<file path="config.mk">
export PLATFORM = sky130hd
export DESIGN_NAME = clkdiv_bank
export DESIGN_NICKNAME = d
export VERILOG_FILES = /design/src/rtl/clkdiv_pkg.sv /design/src/rtl/clkdiv_shadow_regs.sv /design/src/rtl/clkdiv_commit_ctrl.sv /design/src/rtl/clkdiv_counter.sv /design/src/rtl/clkdiv_bank.sv
export SDC_FILE = /design/constraint.sdc
export NUM_CORES = 1
export LEC_CHECK = 0
export BUFFER_PORTS_ARGS = -buffer_cell sky130_fd_sc_hd__buf_2
export CAP_MARGIN = 20
export CORE_ASPECT_RATIO = 1.25
export CORE_MARGIN = 1
export CORE_UTILIZATION = 50
export DETAILED_ROUTE_END_ITERATION = 12
export PLACE_DENSITY = 0.68
export SYNTH_ARGS = -nofsm -noshare
export SYNTH_HDL_FRONTEND = slang
export SYNTH_SLANG_ARGS = --single-unit
</file>
<file path="constraint.sdc">
create_clock -name clk -period 10.05 [get_ports clk]
set_clock_uncertainty 0.1 [all_clocks]
set_input_delay 1.005 -clock clk [delete_from_list [all_inputs] [get_ports clk]]
set_output_delay 1.005 -clock clk [all_outputs]
set_load 0.01 [all_outputs]
</file>
<file path="src/rtl/clkdiv_pkg.sv">
// Shared constants, types and field tables for the divider bank.
// Assumes eleven outputs split across two 32-bit control words.
package clkdiv_pkg;

    localparam int NUM_OUT   = 11;
    localparam int CODE_W    = 4;
    localparam int REG_W     = 32;
    localparam int KICK_BIT  = REG_W - 1;
    localparam int MAX_RATIO = 48;
    localparam int CNT_W     = $clog2(MAX_RATIO);
    localparam int MASK_W    = 1 << CODE_W;

    typedef logic [CODE_W-1:0] code_t;
    typedef logic [CNT_W-1:0]  cnt_t;
    typedef logic [MASK_W-1:0] mask_t;

    // Ratio minus one for a code; the reserved code never reaches a counter.
    function automatic cnt_t ratio_m1(code_t c);
        case (c)
            4'd0:    return cnt_t'(1);
            4'd1:    return cnt_t'(2);
            4'd2:    return cnt_t'(3);
            4'd3:    return cnt_t'(5);
            4'd4:    return cnt_t'(7);
            4'd5:    return cnt_t'(11);
            4'd6:    return cnt_t'(15);
            4'd7:    return cnt_t'(17);
            4'd8:    return cnt_t'(23);
            4'd10:   return cnt_t'(35);
            4'd11:   return cnt_t'(47);
            4'd12:   return cnt_t'(6);
            default: return cnt_t'(1);
        endcase
    endfunction

    // Word that carries output i.
    function automatic logic field_sel(int i);
        return (i >= 6);
    endfunction

    // Lowest bit of the field of output i within its word.
    function automatic int field_lsb(int i);
        case (i)
            0: return 20;
            1: return 16;
            2: return 12;
            3: return 8;
            4: return 4;
            5: return 0;
            6: return 24;
            7: return 20;
            8: return 16;
            9: return 12;
            default: return 4;
        endcase
    endfunction

    // Permitted-code mask of output i.
    function automatic mask_t field_mask(int i);
        case (i)
            1:       return mask_t'(16'h0d7f);
            2, 4, 5: return mask_t'(16'h1dff);
            6:       return mask_t'(16'h097f);
            default: return mask_t'(16'h0dff);
        endcase
    endfunction

    // Reset code of output i.
    function automatic code_t field_default(int i);
        case (i)
            0, 6:    return code_t'(1);
            1, 4, 7: return code_t'(2);
            3, 10:   return code_t'(3);
            5:       return code_t'(4);
            8:       return code_t'(5);
            default: return code_t'(0);
        endcase
    endfunction

endpackage

</file>
<file path="src/rtl/clkdiv_shadow_regs.sv">
// Staged code fields, mask filtering of writes, and the commit flag.
// Assumes a single-cycle write strobe; the read path is combinational.
module clkdiv_shadow_regs
    import clkdiv_pkg::*;
#(
    parameter int N_OUT  = NUM_OUT,
    parameter int DATA_W = REG_W,
    parameter int CW     = CODE_W
) (
    input  logic                      clk,
    input  logic                      rst_n,
    input  logic                      wr_en,
    input  logic                      wr_sel,
    input  logic [DATA_W-1:0]         wr_data,
    input  logic                      rd_sel,
    input  logic                      commit,
    output logic [N_OUT-1:0][CW-1:0]  shadow_o,
    output logic                      pending_o,
    output logic [DATA_W-1:0]         rd_data
);

    localparam int FLAG_BIT = DATA_W - 1;

    genvar g;
    generate
        for (g = 0; g < N_OUT; g++) begin : g_field
            localparam int    LSB  = field_lsb(g);
            localparam logic  SEL  = field_sel(g);
            localparam mask_t MASK = field_mask(g);
            logic [CW-1:0] sh_q;
            logic [CW-1:0] wcode;

            assign wcode = wr_data[LSB +: CW];

            // Accept a written code only if the field's mask allows it.
            always_ff @(posedge clk) begin
                if (!rst_n) begin
                    sh_q <= field_default(g);
                end else if (wr_en && (wr_sel == SEL) && MASK[wcode]) begin
                    sh_q <= wcode;
                end
            end

            assign shadow_o[g] = sh_q;
        end
    endgenerate

    // Commit flag: a new request wins over the clear of a finishing one.
    always_ff @(posedge clk) begin
        if (!rst_n) begin
            pending_o <= 1'b0;
        end else if (wr_en && wr_sel && wr_data[FLAG_BIT]) begin
            pending_o <= 1'b1;
        end else if (commit) begin
            pending_o <= 1'b0;
        end
    end

    // Assemble the selected word from staged fields and the flag.
    always_comb begin
        rd_data = '0;
        for (int i = 0; i < N_OUT; i++) begin
            if (field_sel(i) == rd_sel) begin
                rd_data[field_lsb(i) +: CW] = shadow_o[i];
            end
        end
        if (rd_sel) begin
            rd_data[FLAG_BIT] = pending_o;
        end
    end

endmodule

</file>
<file path="src/rtl/clkdiv_commit_ctrl.sv">
// Holds the active codes and decides the commit cycle.
// Assumes all counters reload together, so common terminal cycles recur.
module clkdiv_commit_ctrl
    import clkdiv_pkg::*;
#(
    parameter int N_OUT = NUM_OUT,
    parameter int CW    = CODE_W
) (
    input  logic                      clk,
    input  logic                      rst_n,
    input  logic                      pending,
    input  logic [N_OUT-1:0]          term_vec,
    input  logic [N_OUT-1:0][CW-1:0]  shadow,
    output logic                      commit_o,
    output logic [N_OUT-1:0][CW-1:0]  active_o
);

    // Commit only when a request waits and every divider is at its terminal count.
    assign commit_o = pending && (&term_vec);

    genvar g;
    generate
        for (g = 0; g < N_OUT; g++) begin : g_act
            // Take the staged code at the commit edge.
            always_ff @(posedge clk) begin
                if (!rst_n) begin
                    active_o[g] <= field_default(g);
                end else if (commit_o) begin
                    active_o[g] <= shadow[g];
                end
            end
        end
    endgenerate

endmodule

</file>
<file path="src/rtl/clkdiv_counter.sv">
// Down-counter for one output; pulses while at zero and then reloads.
// Assumes codes reaching it are permitted and that the reload at a commit uses the staged code.
module clkdiv_counter
    import clkdiv_pkg::*;
#(
    parameter int    CW         = CODE_W,
    parameter int    CNTW       = CNT_W,
    parameter code_t RESET_CODE = '0
) (
    input  logic          clk,
    input  logic          rst_n,
    input  logic          commit,
    input  logic [CW-1:0] cur_code,
    input  logic [CW-1:0] nxt_code,
    output logic          term_o
);

    logic [CNTW-1:0] cnt_q;

    assign term_o = (cnt_q == '0);

    // Count down and reload at zero, with the new ratio when committing.
    always_ff @(posedge clk) begin
        if (!rst_n) begin
            cnt_q <= ratio_m1(RESET_CODE);
        end else if (term_o) begin
            cnt_q <= ratio_m1(commit ? nxt_code : cur_code);
        end else begin
            cnt_q <= cnt_q - 1'b1;
        end
    end

endmodule

</file>
<file path="src/rtl/clkdiv_bank.sv">
// Top level: eleven divided clock enables with a staged, commit-synchronised ratio update.
// Assumes one reference clock domain; pulses are enables, not clocks.
module clkdiv_bank
    import clkdiv_pkg::*;
#(
    parameter int N_OUT  = NUM_OUT,
    parameter int DATA_W = REG_W,
    parameter int CW     = CODE_W
) (
    input  logic              clk,
    input  logic              rst_n,
    input  logic              wr_en,
    input  logic              wr_sel,
    input  logic [DATA_W-1:0] wr_data,
    input  logic              rd_sel,
    output logic [DATA_W-1:0] rd_data,
    output logic [N_OUT-1:0]  div_pulse
);

    logic [N_OUT-1:0][CW-1:0] shadow_codes;
    logic [N_OUT-1:0][CW-1:0] active_codes;
    logic                     kick_pending;
    logic                     commit;
    logic [N_OUT-1:0]         term_vec;

    clkdiv_shadow_regs #(.N_OUT(N_OUT), .DATA_W(DATA_W), .CW(CW)) regs_i (
        .clk      (clk),
        .rst_n    (rst_n),
        .wr_en    (wr_en),
        .wr_sel   (wr_sel),
        .wr_data  (wr_data),
        .rd_sel   (rd_sel),
        .commit   (commit),
        .shadow_o (shadow_codes),
        .pending_o(kick_pending),
        .rd_data  (rd_data)
    );

    clkdiv_commit_ctrl #(.N_OUT(N_OUT), .CW(CW)) ctrl_i (
        .clk     (clk),
        .rst_n   (rst_n),
        .pending (kick_pending),
        .term_vec(term_vec),
        .shadow  (shadow_codes),
        .commit_o(commit),
        .active_o(active_codes)
    );

    genvar g;
    generate
        for (g = 0; g < N_OUT; g++) begin : g_div
            clkdiv_counter #(.CW(CW), .CNTW(CNT_W), .RESET_CODE(field_default(g))) cnt_i (
                .clk     (clk),
                .rst_n   (rst_n),
                .commit  (commit),
                .cur_code(active_codes[g]),
                .nxt_code(shadow_codes[g]),
                .term_o  (term_vec[g])
            );
        end
    endgenerate

    assign div_pulse = term_vec;

endmodule

</file>
== Word-level counts from Yosys, hierarchy flattened ==
Memories as Yosys holds them, arrays and structs flattened.
Cells that the tools add are included.

* Register bits: 155
* Bits in read-only memories: 1216
* Bits in latches: 0
* Bits of input ports: 37
* Memory bits (writable): 0
* Memories kept: 21
* Logic and storage cells: 203

{| class="wikitable"
|+ Memories
! name !! depth !! bits a word !! read ports !! clocked after Yosys merged registers in !! wr ports !! RTL line !! RTL
|-
| (name not given) || 16 || 6 || 1 || 0 || 0 || clkdiv_pkg.sv:19 || <nowiki>case (c)</nowiki>
|-
| (name not given) || 16 || 6 || 1 || 0 || 0 || clkdiv_pkg.sv:19 ||
|-
| (name not given) || 16 || 6 || 1 || 0 || 0 || clkdiv_pkg.sv:19 ||
|-
| (name not given) || 16 || 6 || 1 || 0 || 0 || clkdiv_pkg.sv:19 ||
|-
| (name not given) || 16 || 6 || 1 || 0 || 0 || clkdiv_pkg.sv:19 ||
|-
| (name not given) || 16 || 6 || 1 || 0 || 0 || clkdiv_pkg.sv:19 ||
|-
| +15 memories || n/a || n/a || n/a || n/a || n/a || n/a ||
|}

* Eq/ne operators: 0
* Multiply operators: 0
* $add $sub $neg: 22
* Magnitude comparators: 7
* Reductions and logical operators: 28
* Bitwise gates (word level): 2
* Multiplexer cells: 67
* Div/mod/pow operators: 0
* Shift-type cells: 22

{| class="wikitable"
|+ Operators with widths
! operator !! number
|-
| two-way mux 32 bit || 22
|-
| negator 32 -> 33 bit || 11
|-
| variable shift 4 x 33 -> 32 bit, first input constant || 11
|-
| indexed part select 4 x 33 -> 32 bit || 11
|-
| bitwise mux 32 bit || 10
|-
| zero test 6 bit || 11
|-
| two-way mux 6 bit || 11
|-
| subtractor 6 x 1 -> 6 bit, second input constant || 11
|-
| two-way mux 4 bit || 11
|-
| less-than comparator 4 x 5 -> 1 bit, second input constant || 7
|-
| bitwise AND 32 bit || 1
|-
| logical AND 1 bit || 15
|-
| two-way mux 1 bit || 13
|-
| AND reduction 11 bit || 1
|-
| nonzero test 2 bit || 1
|-
| NOT 1 bit || 1
|}

== Depth between registers and ports, before layout ==
Gate-level depths: netlist (run 1).

* Depth after elaboration: 26
* Gate-level depth with buffers: 16
* Depth with buffers taken out: 13

== Hierarchy ==
From an unflattened synthesis (run 1), not the netlist that was laid out.

* Cell total of the unflattened synthesis: 1167
* Area, all modules: 10302.4 um^2

{| class="wikitable"
|+ By module, submodules not included
! module !! area an instance (um^2) !! times used !! cells each
|-
| clkdiv_shadow_regs || 2259.7 || 1 || 246
|-
| clkdiv_commit_ctrl || 1874.3 || 1 || 195
|-
| clkdiv_counter at g_div[1].cnt_i ... || 559.3 || 3 || 66
|-
| clkdiv_counter at g_div[0].cnt_i ... || 576.8 || 2 || 68
|-
| clkdiv_counter at g_div[2].cnt_i ... || 560.5 || 2 || 67
|-
| clkdiv_counter at g_div[10].cnt_i ... || 539.3 || 2 || 63
|-
| clkdiv_counter at g_div[8].cnt_i || 589.3 || 1 || 68
|-
| clkdiv_counter at g_div[5].cnt_i || 548.0 || 1 || 64
|}

== Worst setup path before layout (run 1) ==
Ideal clock, no wire load.

* Path type: flip-flop to flip-flop
* Start point: reg g_div[8].cnt_i.cnt_q[3]
* End point: reg g_div[0].cnt_i.cnt_q[1]
* Library setup time: 0.131 ns
* Stages on the path, launching flop included: 15
* Path slack: 6.245 ns
* Arrival time: 3.573 ns
* Path through: dfxtp_1 -> or3_1 -> or3b_1 -> buf_2 -> nor4_4 -> nand2_4 -> buf_4 -> buf_2 -> buf_2 -> mux2i_1 -> inv_1 -> ha_1 -> or3_1 -> a211oi_1 -> nor3_1

* Longest elaborated chain between the ends: 6

{| class="wikitable"
|+ RTL lines
! element !! RTL line !! RTL
|-
| start: declaration || clkdiv_counter.sv:18 || <nowiki>logic [CNTW-1:0] cnt_q;</nowiki>
|-
| start signal: assignment || clkdiv_counter.sv:25 || <nowiki>cnt_q <= ratio_m1(RESET_CODE);</nowiki>
|-
| start signal: assignment || clkdiv_counter.sv:27 || <nowiki>cnt_q <= ratio_m1(commit ? nxt_code : cur_code);</nowiki>
|-
| start signal: assignment || clkdiv_counter.sv:29 || <nowiki>cnt_q <= cnt_q - 1'b1;</nowiki>
|-
| zero test 6 bit || clkdiv_counter.sv:20 || <nowiki>assign term_o = (cnt_q == '0);</nowiki>
|-
| AND reduction 11 bit || clkdiv_commit_ctrl.sv:19 || <nowiki>assign commit_o = pending && (&term_vec);</nowiki>
|-
| logical AND 1 bit || clkdiv_commit_ctrl.sv:19 ||
|-
| two-way mux 4 bit || n/a ||
|-
| memory read (16 x 6 bit) || n/a ||
|-
| two-way mux 6 bit || clkdiv_counter.sv:26 || <nowiki>end else if (term_o) begin</nowiki>
|-
| end signal: assignment || clkdiv_counter.sv:25 ||
|-
| end signal: assignment || clkdiv_counter.sv:27 ||
|-
| end signal: assignment || clkdiv_counter.sv:29 ||
|-
| end: declaration || clkdiv_counter.sv:18 ||
|}

Every way passes these cells.
A chain may end at the register's enable or synchronous reset.

== Worst setup path after layout (run 1) ==
* Start point: reg g_div[3].cnt_i.cnt_q[3]
* End point: reg g_div[0].cnt_i.cnt_q[1]

* Longest elaborated chain between the ends: 6

{| class="wikitable"
|+ RTL lines
! element !! RTL line
|-
| start: declaration || clkdiv_counter.sv:18
|-
| start signal: assignment || clkdiv_counter.sv:25
|-
| start signal: assignment || clkdiv_counter.sv:27
|-
| start signal: assignment || clkdiv_counter.sv:29
|-
| zero test 6 bit || clkdiv_counter.sv:20
|-
| AND reduction 11 bit || clkdiv_commit_ctrl.sv:19
|-
| logical AND 1 bit || clkdiv_commit_ctrl.sv:19
|-
| two-way mux 4 bit || n/a
|-
| memory read (16 x 6 bit) || n/a
|-
| two-way mux 6 bit || clkdiv_counter.sv:26
|}

Every way passes these cells.

==> flow_summary_export.csv, run 1 <==
group,metric,value,unit
run_status,status,"finished clean",
yosys,synth-async-reset-ratio,0,%
yosys,synth-edff-count,0,
timing,setup-violations-final,0,
critical_path,start_kind,"flop",
drt,drc,0,
yosys,netlist.area_leader.share,30.3,%
grt,antenna_found_initial,0,
drt,dr.first_iter.drc_count,516,
yosys,synthesis.area,10300,µm²
drt,route.detailed.wl_per_inst,16.3,µm
place,routabilityCongestion,0.839,
finish,nets,1357,
drt,vias_per_cell,5.72,
finish,fill_cells,1882,
clock_network,cts-root-buf,"clkbuf_16",
drt,met2_length,12.6,mm
clock_network,cts_sinks,155,
yosys,synth_top_cell_by_area,"dfxtp_1",
place,port_buffers,73,
clock_network,cts_tree,"built",
yosys,synthFlopType,"dfxtp_1",
timing,min_period,4.90,ns
power_and_ir_drop,p_per_area,167,nW/µm²
yosys,seq_area_frac_synth,30.3,%
grt,grt_pass1_vias,8330,
clock_network,cts_buffer_depth,2,
critical_path,cp_data_required_time,10.24,ns
timing,period_share,48.8,%
finish,drive_gt1_share,13.3,%
finish,diodes,0,
timing,hold-worst-slack,0.416,ns
drt,first_pass_iters,5,
timing,hold_viol,0,
timing,fin_setup_tns,0,ns
clock_network,cts_hold_buffers,0,
critical_path,end_kind,"flop",
drt,wl_met3,711,µm
drt,wl_met1,10.9,mm
timing,fmax,0.204,GHz
drt,drt_wl_total,24.8,mm
finish,synthToLayoutAreaGrowth,10.5,%
critical_path,cp_max_fo,54,
yosys,netlist_instances,1207,
clock_network,worstSkewPairLatency,0.43,ns
drt,ant_nets,0,
critical_path,cp_data_arrival_time,5.10,ns
clock_network,postCtsSetupBuffers,0,
timing,maxSlewHeadroom,48.1,%
power_and_ir_drop,p_leak,5.21,nW
timing,finalMaxSlewViolations,0,
die,num_rows,58,
flow_run,maxCapViolations,0,
grt,grt_overflow_total,0,
die,die_width,130,µm
hold_path,holdPathStages,1,
clock_network,cts_resized,0,
grt,grt_usage,24.6,%
yosys,synth-seq-cells,155,
clock_network,h-tree-depth,4,
yosys,synthTopCellsByArea,"dfxtp_1 (30%), ha_1 (9.5%), mux2i_1 (9.0%), mux2_2 (3.7%), nand2_1 (3.3%)",
die,ios,80,
yosys,yosys_warnings,0,
critical_path,criticalPathCategory,"reg2reg",
grt,grt_max_degree,63,
die,start_util,51.0,%
power_and_ir_drop,ir_drop,0.123,mV
drt,vias,8720,
yosys,synth_cell_types,77,
place,dpl.hpwl,17.9,mm
grt,grt_pass1_wl,41.2,mm
hold_path,hp-class,"reg2reg",
critical_path,ff2ff_path_depth,11,
die,die_area,21100,µm²
clock_network,clk_pin_slew,0.06,ns
die,coreArea,20100,µm²
die,die_h,162,µm
drt,top_layer_used,"met4",
timing,rsz0062_at_grt,"false",
yosys,postSynthAreaPerCell,8.49,µm²
timing,tightest_slew,0.776,ns
clock_network,cts_inserted_buffers,17,
logic make-up after synthesis:
| group | Yosys count | share of synthesized area, % |
|---|---|---|
| mux | 132 | 13.8 |
| simple gates | 396 | 19.5 |
| xor+xnor | 41 | 3.50 |
| other cells | 1 | 0.0366 |
| buf+inv | 152 | 6.53 |
| compound gates | 252 | 16.8 |
| fa+ha+maj | 78 | 9.52 |
| flops | 155 | 30.3 |
power breakdown:
group	switching, mW	leakage, nW	internal [mW]
registers	0.0655	1.27	0.689
logic	0.233	3.62	0.178
clock network	0.275	0.322	0.458
cells in the final DEF, fill, tap and decap left out, types with 7 or more instances in the layout:
master / n
a21oi_1: 58
a22oi_1: 9
inv_1: 83
nor2b_1: 27
and2_1: 9
nand3b_1: 9
xnor2_1: 16
nand2b_1: 40
and3_1: 14
nand3_1: 29
nor2_1: 89
buf_2: 73
xor2_1: 25
ha_1: 78
or3_1: 8
nand2_1: 90
a221oi_1: 11
a211oi_1: 22
clkbuf_16: 17
o21ai_0: 51
dfxtp_1: 155
nor3_1: 51
a31oi_1: 11
o211ai_1: 9
mux2i_1: 92
a32oi_1: 7
mux2_2: 34
Yosys cell counts, types with 6 or more instances:
library cell / count
and2_1: 10
buf_2: 12
a22oi_1: 9
a21oi_1: 58
nand2_1: 90
nor2_1: 89
a311oi_1: 6
a21boi_0: 6
a21o_1: 6
ha_1: 78
nand4_1: 6
a211oi_1: 22
xor2_1: 25
and3_1: 14
nor3_1: 51
nand3b_1: 9
a221oi_1: 11
or3_1: 8
xnor2_1: 16
a31oi_1: 11
o211ai_1: 9
inv_1: 83
nand2b_1: 40
a32oi_1: 7
nor2b_1: 27
mux2i_1: 92
clkbuf_1: 29
buf_4: 18
nand3_1: 29
mux2_2: 34
dfxtp_1: 155
o21ai_0: 51
final cells by class:
class                   count  area, µm²  area share (%)
clock buffers              20        457            4.03
well taps                 270        338            2.98
flip-flops and latches    155       3100            27.4
repair buffers             79        410            3.62
inverters                  87        327            2.88
clock inverters            12        210            1.85
multi-input cells         902       6490            57.3
worst max-delay path, cell delays in order, from the launching register on:
cell and delay (ns):
dfxtp_1 0.33, or3_1 0.41, nor4_1 0.65, and4_1 0.73
nand2_4 0.40, buf_4 0.48, mux2i_1 0.50, inv_1 0.12
ha_1 0.32, or3_1 0.40, a211oi_1 0.22, nor3_1 0.08
through the flow:
stage	setup slack, ns	std cells	cell area [µm²]	utilization (%)	total power [mW]
floorplan	6.25	1209	10300	-	1.08
global placement	5.19	1493	10700	53.1	1.17
detailed placement	5.17	1493	10700	53.1	1.18
CTS	5.15	1525	11300	56.4	1.91
global route	4.81	1525	11300	56.4	1.99
finish	5.15	1525	11300	56.4	1.90
sequential cells by signal, summed over array words and instances, names as in the netlist:
signal               count
g_div.cnt_i.cnt_q       66
ctrl_i.active_o         44
regs_i.g_field.sh_q     44
regs_i.pending_o         1
routing by layer:
metal / vias to the layer above / GRT usage (%)
met5: - / 0
met4: 0 / 9.51
met3: 43 / 3.82
met2: 143 / 44.0
met1: 4180 / 28.9
li1: 4354 / -
path summary, 6_finish.rpt:
check / start / end / slack, ns
hold reg to reg: g_div[10].cnt_i.cnt_q[0] / g_div[10].cnt_i.cnt_q[0] / 0.42
setup reg to reg: g_div[3].cnt_i.cnt_q[3] / g_div[0].cnt_i.cnt_q[1] / 5.15
setup / recovery: g_div[3].cnt_i.cnt_q[3] / g_div[0].cnt_i.cnt_q[1] / 5.15
hold / removal: g_div[10].cnt_i.cnt_q[0] / g_div[10].cnt_i.cnt_q[0] / 0.42
Power figures use the tool's default switching activity.
==> run 2: changes to the inputs <==
- PLACE_DENSITY: 0.68 -> 0.71
- clock period: 10.05 -> 4.4 ns (I/O delays scaled with it)
==> run 2 against run 1 <==
Effect of this change:
- final area increased by 0.15%
- largest power group unchanged
- routed wire length up 1.5%
- utilization grew 0.087 points
- maximum frequency grew 27%
==> flow_summary_export.csv, run 2 (synthesized netlist as in run 1, its figures left out) <==
group,metric,value,unit
run_status,status,"finished clean",
die,ios,80,
power_and_ir_drop,ir_drop,0.274,mV
drt,vias,8848,
clock_network,worstSkewPairLatency,0.43,ns
clock_network,postCtsSetupBuffers,0,
grt,antenna_found_initial,0,
grt,grt_max_degree,49,
clock_network,cts_inserted_buffers,17,
finish,diodes,0,
die,coreArea,20100,µm²
flow_run,maxCapViolations,0,
finish,largestRegisters,"g_div.cnt_i.cnt_q x66, ctrl_i.active_o x44, regs_i.g_field.sh_q x44",
clock_network,cts_buffer_depth,2,
critical_path,cp_max_fo,18,
drt,route.detailed.wl_per_inst,16.4,µm
finish,layout_commonest_cell,"dfxtp_1",
timing,period_share,87.9,%
critical_path,start_kind,"flop",
clock_network,cts_sinks,155,
finish,synthToLayoutAreaGrowth,10.7,%
place,dpl.hpwl,18.2,mm
clock_network,h-tree-depth,4,
critical_path,end_kind,"flop",
drt,vias_per_cell,5.75,
drt,drc,0,
finish,largest_reg_flops,66,
critical_path,cp_data_arrival_time,4.04,ns
timing,rsz0062_at_grt,"false",
timing,min_period,3.87,ns
timing,hold_viol,0,
power_and_ir_drop,p_leak,5.23,nW
finish,post-route-util,56.5,%
die,num_rows,58,
finish,final_cell_mix,"dfxtp_1 (155), mux2i_1 (92), nand2_1 (90), nor2_1 (89), inv_1 (83)",
timing,maxSlewHeadroom,42.9,%
drt,drt_wl_total,25.2,mm
timing,finalMaxSlewViolations,0,
timing,fmax,0.259,GHz
hold_path,hp-class,"in2reg",
finish,top_register,"g_div.cnt_i.cnt_q",
drt,first_pass_iters,5,
place,routabilityCongestion,0.884,
drt,dr.first_iter.drc_count,476,
timing,setup-violations-final,0,
finish,nets,1370,
finish,drive_gt1_share,14.3,%
timing,tightest_slew,0.856,ns
timing,fin_setup_tns,0,ns
clock_network,cts-root-buf,"clkbuf_16",
place,port_buffers,73,
critical_path,cp_data_required_time,4.57,ns
grt,grt_pass1_wl,41.6,mm
die,die_width,130,µm
drt,ant_nets,0,
power_and_ir_drop,finalPower,4.13,mW
clock_network,cts_hold_buffers,0,
die,die_h,162,µm
finish,fill_cells,1824,
grt,grt_pass1_vias,8687,
grt,grt_usage,24.6,%
grt,grt_overflow_total,0,
die,start_util,51.0,%
clock_network,clk_pin_slew,0.06,ns
clock_network,cts_resized,0,
clock_network,cts_tree,"built",
die,die_area,21100,µm²
power_and_ir_drop,p_per_area,364,nW/µm²
critical_path,criticalPathCategory,"reg2reg",
==> run 2: final timing paths <==
| path | from | to | slack (ns) | cells past startpoint |
|---|---|---|---|---|
| setup reg to reg | g_div[9].cnt_i.cnt_q[2] | g_div[3].cnt_i.cnt_q[3] | 0.53 | 10 |
| hold reg to reg | g_div[10].cnt_i.cnt_q[0] | g_div[10].cnt_i.cnt_q[0] | 0.43 | 1 |
| setup / recovery | g_div[9].cnt_i.cnt_q[2] | g_div[3].cnt_i.cnt_q[3] | 0.53 | 10 |
| hold / removal | wr_data[2] | regs_i.g_field[5].sh_q[2] | 0.14 | 3 |
==> run 2: area by class of cell <==
type | count | area, µm² | area share, %
timing repair buffer | 92 | 520 | 4.59
clock inverter | 14 | 135 | 1.19
clock buffer | 18 | 439 | 3.87
tap | 270 | 338 | 2.98
multi-input combinational | 902 | 6490 | 57.2
sequential | 155 | 3100 | 27.3
inverter | 87 | 327 | 2.88
==> run 2: worst max-delay path, stage by stage (launching register included) <==
cell and delay, ns:
dfxtp_1 0.34, or3_1 0.46, nor4_1 0.60, and4_1 0.34
nand2_4 0.22, buf_4 0.30, mux2i_1 0.49, inv_1 0.14
ha_1 0.32, a221oi_1 0.31, a211oi_1 0.08
==> run 2: metrics by stage <==
stage               hold slack, ns  cell area, µm²  std cells  setup slack [ns]
floorplan                    0.369           10300       1209             0.595
CTS                          0.132           11400       1538             0.514
finish                       0.142           11400       1538             0.532
global placement             0.418           10800       1506             0.650
detailed placement           0.422           10800       1506             0.537
global route                 0.150           11400       1538             0.327
==> run 2: layer usage <==
layer	wire length (µm)	part of all wire [%]	GRT usage (%)
met1	10700	42	28.7
met2	12900	51	44.2
met3	969	3.8	3.95
met4	694	2.8	9.94
met5	0	0	0
==> run 2: power by group <==
group / total, mW / internal, mW / switching (mW) / leakage, nW
clock: 1.44 / 0.805 / 0.639 / 0.276
combinational: 0.961 / 0.416 / 0.545 / 3.68
sequential: 1.72 / 1.57 / 0.151 / 1.27
==> run 3: changes to the inputs <==
- ABC_AREA: default -> 1
==> run 3 against run 2 <==
Effect of this change:
- synthesized area fell by 1.9%
- highest routed layer unchanged
- worst setup slack improved by 0.49 ns
- count of clock-buffer cells in the layout rose by 5
- flip-flop and latch count did not move
- sequential power barely moved
- via count rose by 5.6%
- non-clock buffer count fell by 9
==> flow_summary_export.csv, run 3 <==
group,metric,value,unit
clock_network,cts_resized,0,
yosys,synth_top_cell_by_area,"dfxtp_1",
yosys,synth_common_cells,"nand2_1 (372), inv_1 (212), dfxtp_1 (155), nor2_1 (144), nand3_1 (118)",
flow_run,maxCapViolations,0,
finish,nets,1670,
yosys,synth-async-reset-ratio,0,%
drt,ant_nets,0,
finish,largest_reg_flops,66,
power_and_ir_drop,p_int,3.05,mW
finish,synthToLayoutAreaGrowth,10.8,%
finish,diodes,0,
finish,drive_gt1_share,12.9,%
drt,drt_wl_total,24.0,mm
power_and_ir_drop,p_leak,5.60,nW
critical_path,critPathBufInv,5,
timing,rsz0062_at_grt,"false",
die,num_rows,57,
run_status,status,"finished clean",
critical_path,start_kind,"flop",
place,port_buffers,73,
grt,grt_max_degree,84,
clock_network,worstSkewPairLatency,0.43,ns
grt,grt_pass1_vias,8790,
yosys,synthTopCellsByArea,"dfxtp_1 (31%), nand2_1 (14%), ha_1 (9.7%), inv_1 (7.9%), nand3_1 (5.9%)",
yosys,synth_cell_types,42,
die,ios,80,
place,routabilityCongestion,0.859,
yosys,seq_area_frac_synth,30.8,%
finish,final_cell_mix,"nand2_1 (372), inv_1 (212), dfxtp_1 (154), nor2_1 (144), nand3_1 (118)",
die,die_h,161,µm
timing,hold_viol,0,
power_and_ir_drop,combinationalPowerShare,25.6,%
die,die_area,20700,µm²
yosys,netlist_instances,1511,
grt,antenna_found_initial,1,
finish,layout_commonest_cell,"nand2_1",
grt,grt_overflow_total,0,
drt,drc,0,
timing,min_period,3.38,ns
place,dpl.hpwl,17.0,mm
yosys,synth-seq-cells,155,
timing,fmax,0.296,GHz
timing,hold-worst-slack,0.146,ns
power_and_ir_drop,p_switching,1.37,mW
critical_path,path_delay_family,"simple AND/OR/NAND/NOR gates",
power_and_ir_drop,switching_share,31.0,%
critical_path,cp_data_arrival_time,3.59,ns
critical_path,criticalPathCategory,"reg2reg",
finish,largestRegisters,"g_div.cnt_i.cnt_q x66, ctrl_i.active_o x44, regs_i.g_field.sh_q x44",
grt,grt_pass1_wl,40.7,mm
hold_path,hp-class,"in2reg",
drt,vias,9346,
yosys,yosys_warnings,0,
yosys,synth_most_common_cell,"nand2_1",
timing,finalMaxSlewViolations,0,
drt,dr.first_iter.drc_count,477,
yosys,synth-edff-count,0,
critical_path,path_cells,"inv_1 > ha_1 > nand3_1 > inv_1 > nand3_2 > nor2_2 > nand3_2 > buf_12 > nand2_1 > inv_1 > nor2_2 > inv_1 > ha_1 > nand3_1 > nand3_1 > nor2_1 > nor2_1",
yosys,postSynthAreaPerCell,6.66,µm²
drt,first_pass_iters,5,
clock_network,cts_inserted_buffers,17,
critical_path,cp_data_required_time,4.61,ns
critical_path,r2r_setup_slack,1.02,ns
power_and_ir_drop,ir_drop,0.277,mV
timing,tightest_slew,0.891,ns
critical_path,end_kind,"flop",
timing,setup-violations-final,0,
critical_path,cpMaxStageDelayCell,"inv_1",
critical_path,cpPeakStageDelay,0.40,ns
critical_path,ff2ff_path_depth,17,
timing,fin_setup_tns,0,ns
yosys,netlist.area_leader.share,30.8,%
clock_network,clk_pin_slew,0.06,ns
clock_network,h-tree-depth,4,
drt,vias_per_cell,5.11,
critical_path,r2r_start,"g_div[0].cnt_i.cnt_q[0]",
finish,top_register,"g_div.cnt_i.cnt_q",
clock_network,cts_tree,"built",
yosys,synthesis.area,10100,µm²
clock_network,cts_hold_buffers,0,
critical_path,crit_start,"g_div[0].cnt_i.cnt_q[0]",
drt,route.detailed.wl_per_inst,13.1,µm
critical_path,crit_top_cell,"inv_1",
critical_path,path_depth,17,
power_and_ir_drop,p_seq_share,38.9,%
clock_network,cts_sinks,155,
critical_path,timing.rr.end,"g_div[1].cnt_i.cnt_q[2]",
clock_network,cts-root-buf,"clkbuf_16",
die,die_width,129,µm
critical_path,cp_max_fo,49,
critical_path,crit_end,"g_div[1].cnt_i.cnt_q[2]",
timing,maxSlewHeadroom,40.6,%
timing,period_share,76.7,%
die,coreArea,19500,µm²
yosys,synthFlopType,"dfxtp_1",
clock_network,cts_buffer_depth,2,
power_and_ir_drop,p_per_area,397,nW/µm²
clock_network,postCtsSetupBuffers,0,
power_and_ir_drop,clkPwrFrac,35.4,%
die,start_util,51.5,%
finish,fill_cells,1972,
grt,grt_usage,24.4,%
## run 3: cell count changes in the layout (fill, tap and decap cells not counted), moves of 26 or more
| cell | change |
|---|---|
| nand4_1 | +39 |
| nor2_1 | +55 |
| inv_1 | +129 |
| o21ai_0 | +29 |
| a21oi_1 | +26 |
| nand3_1 | +89 |
| nand2b_1 | -40 |
| nor2b_1 | -27 |
| mux2i_1 | -92 |
| nor3_1 | -49 |
| nand2_1 | +282 |
| mux2_2 | -34 |
## run 3: worst min-delay path, stage by stage
cell,delay (ns)
buf_2,0.09
nand2_1,0.05
o211ai_1,0.06
## run 3: power by group through the flow
stage	clock network [mW]	registers [mW]	logic, mW
global route	1.65	1.74	1.30
global placement	0	1.74	1.11
finish	1.57	1.72	1.13
CTS	1.60	1.72	1.14
floorplan	0	1.72	0.927
detailed placement	0	1.75	1.13
## run 3: final cells by class
class | count | area, µm² | area share [%]
inverters | 229 | 862 | 7.73
clock buffers | 23 | 488 | 4.38
flip-flops and latches | 155 | 3100 | 27.8
clock inverters | 6 | 136 | 1.22
repair buffers | 83 | 453 | 4.06
well taps | 265 | 332 | 2.97
multi-input cells | 1069 | 5770 | 51.8
## run 3: worst min path at each step
| stage | cells past startpoint | end | slack, ns | from |
|---|---|---|---|---|
| after CTS | 3 | regs_i.g_field[5].sh_q[2] | 0.14 | wr_data[2] |
| final | 3 | regs_i.g_field[5].sh_q[2] | 0.15 | wr_data[2] |
| after detailed placement | 2 | regs_i.g_field[4].sh_q[1] | 0.35 | regs_i.g_field[4].sh_q[1] |
| after global placement | 2 | regs_i.g_field[4].sh_q[1] | 0.34 | regs_i.g_field[4].sh_q[1] |
| after global routing | 3 | regs_i.g_field[5].sh_q[2] | 0.15 | wr_data[2] |
| after floorplan | 2 | regs_i.g_field[4].sh_q[1] | 0.33 | regs_i.g_field[4].sh_q[1] |
## run 3: cell families after synthesis
group / share of synthesized area (%)
buffers and inverters: 11.9
other: 0.0373
AO/OA/AOI/OAI: 12.9
AND/OR/NAND/NOR: 32.6
XOR/XNOR: 2.00
flip-flops: 30.8
adder cells (fa/ha/maj): 9.70
## run 3: stage by stage
stage | total power, mW | cells | cell area (µm²) | utilization [%] | worst slack (ns)
floorplan | 2.65 | 1513 | 10100 | - | 1.85
global placement | 2.85 | 1801 | 10500 | 53.8 | 1.13
detailed placement | 2.88 | 1801 | 10500 | 53.8 | 1.04
CTS | 4.46 | 1830 | 11100 | 57.0 | 1.03
global route | 4.69 | 1830 | 11100 | 57.0 | 0.713
finish | 4.42 | 1830 | 11100 | 57.0 | 1.02
## run 3: routing by layer
metal / track usage [%] / wire length, µm / up-vias
li1: - / - / 4887
met1: 29.0 / 10500 / 4231
met2: 43.0 / 11700 / 201
met3: 5.40 / 1380 / 27
met4: 7.75 / 399 / 0
met5: 0 / 0 / -
